### config.mk
export PLATFORM = sky130hd
export DESIGN_NAME = ddrBusTarget
export DESIGN_NICKNAME = d
export VERILOG_FILES = /design/src/rtl/busTgtPkg.sv /design/src/rtl/busTgtCtrl.sv /design/src/rtl/busTgtDpath.sv /design/src/rtl/ddrBusTarget.sv
export SDC_FILE = /design/constraint.sdc
export NUM_CORES = 2
export LEC_CHECK = 0
export BUFFER_PORTS_ARGS = -buffer_cell sky130_fd_sc_hd__buf_4
export CAP_MARGIN = 0
export CORE_MARGIN = 2
export CORE_UTILIZATION = 55
export CTS_CLUSTER_SIZE = 20
export DETAILED_ROUTE_END_ITERATION = 12
export MAX_ROUTING_LAYER = met4
export PLACE_DENSITY = 0.73
export SLEW_MARGIN = 5
export SYNTH_ARGS = -nofsm -noshare
export SYNTH_HDL_FRONTEND = slang
export SYNTH_SLANG_ARGS = --single-unit
### constraint.sdc
create_clock -name clk -period 4.5 [get_ports clk]
set_input_delay 0.9 -clock clk [delete_from_list [all_inputs] [get_ports clk]]
set_output_delay 0.9 -clock clk [all_outputs]
set_load 0.1 [all_outputs]
### src/rtl/busTgtPkg.sv
package busTgtPkg;
  typedef enum logic [1:0] {PH_IDLE, PH_CMD, PH_LAT, PH_DATA} phaseT;

  typedef struct packed {
    logic loadAddr;   // header complete, latch address and mode
    logic linear;     // burst type for loadAddr
    logic regSpace;   // address space for loadAddr
    logic capA;       // write: capture first byte of a word
    logic commitB;    // write: second byte arrives, store word
    logic noMask;     // zero-latency write, ignore byte masks
    logic drvA;       // read: drive high byte
    logic drvB;       // read: drive low byte
  } strobeT;
endpackage

### src/rtl/busTgtCtrl.sv
module busTgtCtrl
  import busTgtPkg::*;
#(
  parameter int ADDR_W = 6
) (
  input  logic              clk,
  input  logic              rst,
  input  logic              busCk,
  input  logic              busCsN,
  input  logic [7:0]        dqIn,
  input  logic              zeroLatRegWr,
  input  logic              forceExtLat,
  input  logic [3:0]        latCount,
  output strobeT            stb,
  output logic [ADDR_W-1:0] loadVal,
  output logic              rwdsOut,
  output logic              rwdsOe,
  output logic              dqOe
);
  localparam int LAT_W = 6;

  phaseT             phase;
  logic              ckQ, extQ, zeroQ, isRd, rwdsLvl;
  logic [2:0]        hdrQ;
  logic [2:0]        cntQ;
  logic [ADDR_W-1:0] addrSh;
  logic [LAT_W-1:0]  latLeft, latTot;
  logic [3:0]        latEff;
  logic              rise, fall, anyEdge, caDone, nZero, inData;

  assign rise    = busCk & ~ckQ;
  assign fall    = ~busCk & ckQ;
  assign anyEdge = rise | fall;
  assign caDone  = (phase == PH_CMD) && anyEdge && (cntQ == 3'd5);
  assign nZero   = ~hdrQ[2] & hdrQ[1] & zeroLatRegWr;
  assign latEff  = (latCount == 4'd0) ? 4'd1 : latCount;
  assign latTot  = extQ ? LAT_W'({latEff, 1'b0}) : LAT_W'(latEff);
  assign loadVal = ADDR_W'({addrSh, dqIn});
  assign inData  = (phase == PH_DATA) && !busCsN;

  always_ff @(posedge clk) begin
    if (rst) ckQ <= 1'b0;
    else     ckQ <= busCk;
  end

  always_ff @(posedge clk) begin
    if (rst || busCsN) begin
      phase   <= PH_IDLE;
      cntQ    <= '0;
      rwdsLvl <= 1'b0;
      if (rst) begin
        extQ <= 1'b0; zeroQ <= 1'b0; isRd <= 1'b0;
        hdrQ <= '0; addrSh <= '0; latLeft <= '0;
      end
    end else begin
      unique case (phase)
        PH_IDLE: begin
          phase <= PH_CMD;
          cntQ  <= '0;
          extQ  <= forceExtLat;
        end
        PH_CMD: if (anyEdge) begin
          cntQ   <= cntQ + 3'd1;
          addrSh <= loadVal;
          if (cntQ == 3'd0) hdrQ <= dqIn[7:5];
          if (cntQ == 3'd5) begin
            isRd    <= hdrQ[2];
            zeroQ   <= nZero;
            latLeft <= latTot;
            phase   <= nZero ? PH_DATA : PH_LAT;
          end
        end
        PH_LAT: if (fall) begin
          latLeft <= latLeft - LAT_W'(1);
          if (latLeft == LAT_W'(1)) phase <= PH_DATA;
        end
        PH_DATA: begin
          if (isRd && rise) rwdsLvl <= 1'b1;
          if (isRd && fall) rwdsLvl <= 1'b0;
        end
        default: phase <= PH_IDLE;
      endcase
    end
  end

  always_comb begin
    stb          = '0;
    stb.loadAddr = caDone;
    stb.linear   = hdrQ[0];
    stb.regSpace = hdrQ[1];
    stb.noMask   = zeroQ;
    stb.drvA     = inData & isRd & rise;
    stb.drvB     = inData & isRd & fall;
    stb.capA     = inData & ~isRd & rise;
    stb.commitB  = inData & ~isRd & fall;
  end

  assign rwdsOe  = (phase == PH_CMD) || (isRd && (phase == PH_LAT || phase == PH_DATA));
  assign rwdsOut = (phase == PH_CMD) ? extQ : rwdsLvl;
  assign dqOe    = (phase == PH_DATA) && isRd;
endmodule

### src/rtl/busTgtDpath.sv
module busTgtDpath
  import busTgtPkg::*;
#(
  parameter int          ADDR_W    = 6,
  parameter int          WRAP_W    = 4,
  parameter logic [15:0] ID_WORD   = 16'h5A31,
  parameter logic [15:0] CFG_RESET = 16'h0003
) (
  input  logic              clk,
  input  logic              rst,
  input  strobeT            stb,
  input  logic [ADDR_W-1:0] loadVal,
  input  logic [7:0]        dqIn,
  input  logic              rwdsIn,
  output logic [7:0]        dqOut,
  output logic [3:0]        latCount
);
  localparam int DEPTH = 1 << ADDR_W;
  localparam logic [ADDR_W-1:0] WRAP_MASK = ADDR_W'((1 << WRAP_W) - 1);

  logic [15:0]       mem [DEPTH];
  logic [15:0]       cfgQ, rdWord;
  logic [ADDR_W-1:0] addrQ, addrNext;
  logic              linQ, regQ, maskA, dropA, dropB;
  logic [7:0]        byteA;

  assign rdWord   = regQ ? (addrQ[0] ? cfgQ : ID_WORD) : mem[addrQ];
  assign addrNext = linQ ? addrQ + ADDR_W'(1)
                         : (addrQ & ~WRAP_MASK) | ((addrQ + ADDR_W'(1)) & WRAP_MASK);
  assign dropA    = ~stb.noMask & maskA;
  assign dropB    = ~stb.noMask & rwdsIn;
  assign latCount = cfgQ[3:0];

  always_ff @(posedge clk) begin
    if (rst) begin
      addrQ <= '0; linQ <= 1'b0; regQ <= 1'b0;
      byteA <= '0; maskA <= 1'b0; dqOut <= '0; cfgQ <= CFG_RESET;
    end else begin
      if (stb.loadAddr) begin
        addrQ <= loadVal;
        linQ  <= stb.linear;
        regQ  <= stb.regSpace;
      end else if (stb.commitB || stb.drvB) begin
        addrQ <= addrNext;
      end
      if (stb.capA) begin
        byteA <= dqIn;
        maskA <= rwdsIn;
      end
      if (stb.drvA) dqOut <= rdWord[15:8];
      if (stb.drvB) dqOut <= rdWord[7:0];
      if (stb.commitB && regQ && addrQ[0]) begin
        if (!dropA) cfgQ[15:8] <= byteA;
        if (!dropB) cfgQ[7:0]  <= dqIn;
      end
    end
  end

  always_ff @(posedge clk) begin
    if (rst) begin
      for (int i = 0; i < DEPTH; i++) mem[i] <= '0;
    end else if (stb.commitB && !regQ) begin
      if (!dropA) mem[addrQ][15:8] <= byteA;
      if (!dropB) mem[addrQ][7:0]  <= dqIn;
    end
  end
endmodule

### src/rtl/ddrBusTarget.sv
module ddrBusTarget
  import busTgtPkg::*;
#(
  parameter int          ADDR_W    = 6,
  parameter int          WRAP_W    = 4,
  parameter logic [15:0] ID_WORD   = 16'h5A31,
  parameter logic [15:0] CFG_RESET = 16'h0003
) (
  input  logic       clk,
  input  logic       rst,
  input  logic       busCk,
  input  logic       busCsN,
  input  logic [7:0] dqIn,
  output logic [7:0] dqOut,
  output logic       dqOe,
  input  logic       rwdsIn,
  output logic       rwdsOut,
  output logic       rwdsOe,
  input  logic       zeroLatRegWr,
  input  logic       forceExtLat
);
  strobeT            stb;
  logic [ADDR_W-1:0] loadVal;
  logic [3:0]        latCount;

  busTgtCtrl #(.ADDR_W(ADDR_W)) u_ctrl (
    .clk(clk), .rst(rst), .busCk(busCk), .busCsN(busCsN), .dqIn(dqIn),
    .zeroLatRegWr(zeroLatRegWr), .forceExtLat(forceExtLat), .latCount(latCount),
    .stb(stb), .loadVal(loadVal), .rwdsOut(rwdsOut), .rwdsOe(rwdsOe), .dqOe(dqOe)
  );

  busTgtDpath #(.ADDR_W(ADDR_W), .WRAP_W(WRAP_W), .ID_WORD(ID_WORD), .CFG_RESET(CFG_RESET)) u_dpath (
    .clk(clk), .rst(rst), .stb(stb), .loadVal(loadVal), .dqIn(dqIn),
    .rwdsIn(rwdsIn), .dqOut(dqOut), .latCount(latCount)
  );
endmodule

## Word level (Yosys, flattened, before mapping)

Memories as Yosys holds them, arrays and structs flattened. A register that Yosys moved wholly into a read port is not among the register bits.
Cells that the tools add are included.

| storage, ports and cells | value |
|---|---|
| bits in registers | 60 |
| bits in writable memories | 1024 |
| input port bits | 15 |
| output and inout port bits | 11 |
| word-level logic and storage cells | 152 |
| memories kept | 1 |

| operators by class | value |
|---|---|
| $add $sub $neg | 3 |
| eq/ne operators | 13 |
| muxes and demuxes | 57 |
| bitwise operators | 21 |
| reductions and logical operators | 40 |

Memories:

| memory | words | width | read ports | clocked after memory_dff | wr ports | RTL line | text |
|---|---|---|---|---|---|---|---|
| u_dpath.mem | 64 | 16 | 1 | 1 | 64 | busTgtDpath.sv:21 | `logic [15:0] mem [DEPTH];` |

Operator list:

| operator | number |
|---|---|
| 2-to-1 mux 6 bit | 11 |
| 2-to-1 mux 16 bit | 3 |
| 2-to-1 mux 1 bit | 25 |
| 2-to-1 mux 3 bit | 6 |
| nonzero test 2 bit | 9 |
| 2-to-1 mux 8 bit | 2 |
| OR reduction 16 bit | 1 |
| bitwise AND 1 bit | 12 |
| case mux 6 bit (2 select lines) | 1 |
| logical AND 1 bit | 10 |
| 2-to-1 mux 2 bit | 5 |
| AND reduction 2 bit | 5 |
| AND reduction 5 bit | 2 |
| AND reduction 4 bit | 2 |
| NOT 1 bit | 7 |
| adder 6 x 1 -> 6 bit (second input constant) | 1 |
| == test 6 x 1 -> 1 bit (second input constant) | 1 |
| != test 2 x 1 -> 1 bit (second input constant) | 3 |
| OR 6 x 4 -> 6 bit | 1 |
| case mux 2 bit (3 select lines) | 1 |
| case mux 3 bit (2 select lines) | 1 |
| nonzero test 3 bit | 2 |
| subtractor 6 x 1 -> 6 bit (second input constant) | 1 |
| 2-to-1 mux 5 bit | 1 |
| other kinds (15) | 21 |

## Logic depth before layout (Yosys ltp)

| logic depth | value |
|---|---|
| word-level depth | 10 |
| gate-level depth with buffers | 12 |
| mapped depth without buffers | 9 |

## Hierarchy

A second synthesis with hierarchy kept.

| second synthesis, totals | value |
|---|---|
| cell total of the unflattened synthesis | 3674 |
| area, all modules | 51255.4 um^2 |

By module, submodules not included:

| module | instances | cells each | area each (um^2) | seq. area each (um^2) |
|---|---|---|---|---|
| busTgtDpath | 1 | 3534 | 49926.6 | 31690.4 |
| busTgtCtrl | 1 | 140 | 1328.8 | 500.5 |

## Worst setup path after synthesis

No wires, ideal clock.

| timing path | value |
|---|---|
| kind | flip-flop to output port |
| from | register u_ctrl.phase[0] |
| to | output rwdsOe |
| data arrival time | 2.564 ns |
| data required time | 3.600 ns |
| path slack | 1.036 ns |
| cell stages (with the launch flop) | 3 |
| path buffers | 0 |
| path through | dfxtp_1 inv_1 o21ai_0 |

| on the way | value |
|---|---|
| word-level cells in the longest chain between the ends | 4 |
| elaborated cells on any way between the ends | 6 |
| those cells by class | 3 x eq/ne; 3 x reduce/logical |

Ends and longest elaborated chain:

| item | RTL line | text |
|---|---|---|
| start, declared | busTgtCtrl.sv:22 | `phaseT phase;` |
| start signal, assigned | busTgtCtrl.sv:70 | `phase <= nZero ? PH_DATA : PH_LAT;` |
| == test 2 bit | busTgtCtrl.sv:98 | `assign rwdsOe = (phase == PH_CMD) \|\| (isRd && (phase == PH_LAT \|\| phase == PH_DATA));` |
| logical OR 1 bit | busTgtCtrl.sv:98 |  |
| logical AND 1 bit | busTgtCtrl.sv:98 |  |
| logical OR 1 bit * | busTgtCtrl.sv:98 |  |
| end, declared | ddrBusTarget.sv:18 | `output logic rwdsOe,` |

Mark *: on every way between the ends. The rest lies on a longest branch, timed or not.

==> impl_metrics.csv <==
group,metric,value,unit
route,drt.antenna.violating_nets,0,
timing,fin_crit,3.59,ns
route,vias_per_cell,6.18,
global_routing,grt.total_usage,28.7,%
place,postPlaceCellArea,0.0525,mm2
worst_setup_path,required,4.87,ns
final_layout,final_util,60.9,%
synthesis,yosysWarnings,0,
route,drc,0,
global_routing,antenna_found_initial,1,
route,post_drt_wl_per_cell,27.2,um
clock_tree,hold_buffers,0,
route,vias,29600,
synthesis,yosys-top-cells-area,"edfxtp_1 (61%), and2_1 (13%), mux4_2 (11%), dfxtp_1 (2.1%), mux2i_1 (1.8%)",
power_and_ir_drop,peakVddDrop,0.276,mV
final_layout,drive_gt1_share,20.5,%
place,place_ws,0.650,ns
route,dr.pass1.iters,6,
synthesis,synth_top_area_cell,"edfxtp_1",
route,wl,130000,um
final_layout,final_cell_area,0.0558,mm2
synthesis,synthArstFlopShare,0,%
synthesis,ys_types,73,
global_routing,grt_pass1_wl,193000,um
worst_setup_path,critPathKind,"register to register",
timing,setup_tns,0,ns
clock_tree,clock_path_buffers,3,
final_layout,syn_to_final_growth,9.76,%
hold_path,hold_path_class,"register to register",
die,die_h,308,um
worst_setup_path,endpoint_kind,"register",
timing,fin_crit_sh,79.9,%
synthesis,synth_seq_cells,1090,
global_routing,grt_max_degree,140,
power_and_ir_drop,total_power,21.1,mW
timing,hold_ws,0.481,ns
power_and_ir_drop,power.leakage,19.2,nW
timing,setup_ws,0.906,ns
timing,worstMarginPinSlew,1.06,ns
synthesis,synthesis.area,0.0509,mm2
synthesis,seq_area_frac_synth,63.3,%
synthesis,yosys.cell_count.top_type,"and2_1",
clock_tree,clock-root-buffer,"clkbuf_16",
synthesis,synth_fp_nets,3523,
clock_tree,clk_latency,0.67,ns
clock_tree,numCtsBuffers,104,
die,row_count,111,
synthesis,synth-edff-count,1036,
power_and_ir_drop,p_per_area,378,mW/mm2
timing,finalSetupViolations,0,
route,drtIter0Drc,3866,
global_routing,grt_overflow,0,
global_routing,grt_pass1_vias,28500,
synthesis,synthTopCellsByCount,"and2_1 (1,037), edfxtp_1 (1,036), mux4_2 (253), nor2_1 (192), clkbuf_1 (163)",
die,boundaryPins,26,
synthesis,synth_top_area_share,61.1,%
timing,max_freq,0.278,GHz
job,drv_cap,0,
die,die-area,0.0950,mm2
clock_tree,clk_pin_slew_worst_paths,0.06,ns
timing,skew,0.0185,ns
clock_tree,clock_sinks,1090,
place,place_congestion,0.897,
worst_setup_path,path_max_fanout,9,
synthesis,synthCells,3495,
die,start_util,55.5,%
timing,slew_headroom,29.1,%
place,dp_hpwl,82000,um
synthesis,synthFlopType,"edfxtp_1",
die,coreArea,0.0917,mm2
clock_tree,cts_tree,"yes",
die,die_x,308,um
clock_tree,cts.repair.resized,0,
run_status,status,"finished, final reports clean",
clock_tree,cts_setup_buffers,0,
timing,slew_viol_final,0,
final_layout,fin_cells,4786,
clock_tree,cts_htree_levels,3,
place,dp.cells,4596,
synthesis,syn_area_per_cell,14.6,um2
final_layout,num-nets-final,3544,
worst_setup_path,start_kind,"register",
timing,hold_violations,0,
worst_setup_path,cp.arrival,3.96,ns
timing,rsz0062_at_grt,"no",
place,port_buffers,25,
[power by group]
group / switching [mW] / internal (mW)
combinational: 0.458 / 0.242
clock: 3.76 / 4.94
sequential: 0.176 / 11.5
total: 4.39 / 16.7
[layout make-up]
type | instances | area (um2)
Sequential cell | 1090 | 32200
Clock buffer | 125 | 2810
Fill cell | 6615 | 35800
Inverter | 25 | 95.1
Multi-Input combinational cell | 2131 | 17300
Tap cell | 1186 | 1480
Antenna cell | 2 | 5.00
Timing Repair Buffer | 164 | 1340
Clock inverter | 63 | 539
[path summary, 6_finish.rpt]
path                                      start  cells past startpoint                  to  slack (ns)
worst min-delay path              u_dpath.maskA                      2       u_dpath.maskA        0.48
worst max register to register  u_ctrl.phase[1]                      8  u_dpath.mem[25][2]        0.91
worst max-delay path            u_ctrl.phase[1]                      8  u_dpath.mem[25][2]        0.91
worst min register to register    u_dpath.maskA                      2       u_dpath.maskA        0.48
[critical path: stages (launching register included)]
cell	delay, ns
dfxtp_1	0.44
ha_1	0.22
nor2b_2	0.26
and2_1	0.28
o21ai_1	0.18
nor4_4	0.38
nand2_1	0.64
nor2_1	0.58
or2_2	0.32
[flip-flops by register name, summed over array words and instances (netlist names), named ones only]
signal / count
u_dpath.byteA: 8
u_dpath.linQ: 1
u_ctrl.rwdsLvl: 1
u_dpath.addrQ: 6
u_dpath.regQ: 1
u_dpath.mem: 1024
u_ctrl.latLeft: 6
u_ctrl.isRd: 1
u_dpath.maskA: 1
u_ctrl.zeroQ: 1
u_dpath.dqOut: 8
u_dpath.cfgQ: 16
u_ctrl.extQ: 1
u_ctrl.phase: 2
u_ctrl.ckQ: 1
u_ctrl.cntQ: 3
u_ctrl.hdrQ: 3
[cells by family after synthesis]
family	after synthesis	share of synthesized area, %
mux	349	13.1
simple gates	1576	18.0
buf+inv	274	2.65
xor+xnor	9	0.155
fa+ha+maj	13	0.320
flops	1090	63.3
compound gates	184	2.50
[placed cells by master (no fill, tap or decap), types with 5 or more instances in the layout]
cell type  count
a2111oi_0      6
a211oi_1      27
a21oi_1       42
a22oi_1       22
a31oi_1       12
and2_1      1037
buf_12         8
buf_4        155
bufinv_16      9
clkbuf_1      14
clkbuf_16    109
clkinv_1      17
clkinv_2      34
dfxtp_1       42
dfxtp_4       12
edfxtp_1    1036
ha_1          13
inv_1         24
mux2i_1       92
mux4_2       253
nand2_1      102
nand2b_1       6
nand3_1       27
nand3b_1      11
nand4_1        8
nor2_1       192
nor2b_1       17
nor3_1        15
o211ai_1       5
o21ai_0       17
o22ai_1        6
or2_2        130
or3b_2         5
xnor2_1        7
[metal layers]
layer / up-vias / global-route usage (%) / part of all wire, %
met1: 14900 / 40.9 / 41
met5: - / - / 0
met4: 0 / 7.90 / 2.5
met3: 222 / 5.77 / 11
met2: 1638 / 42.5 / 46
li1: 12800 / - / -
No activity file was read; power rests on OpenSTA's default activity.
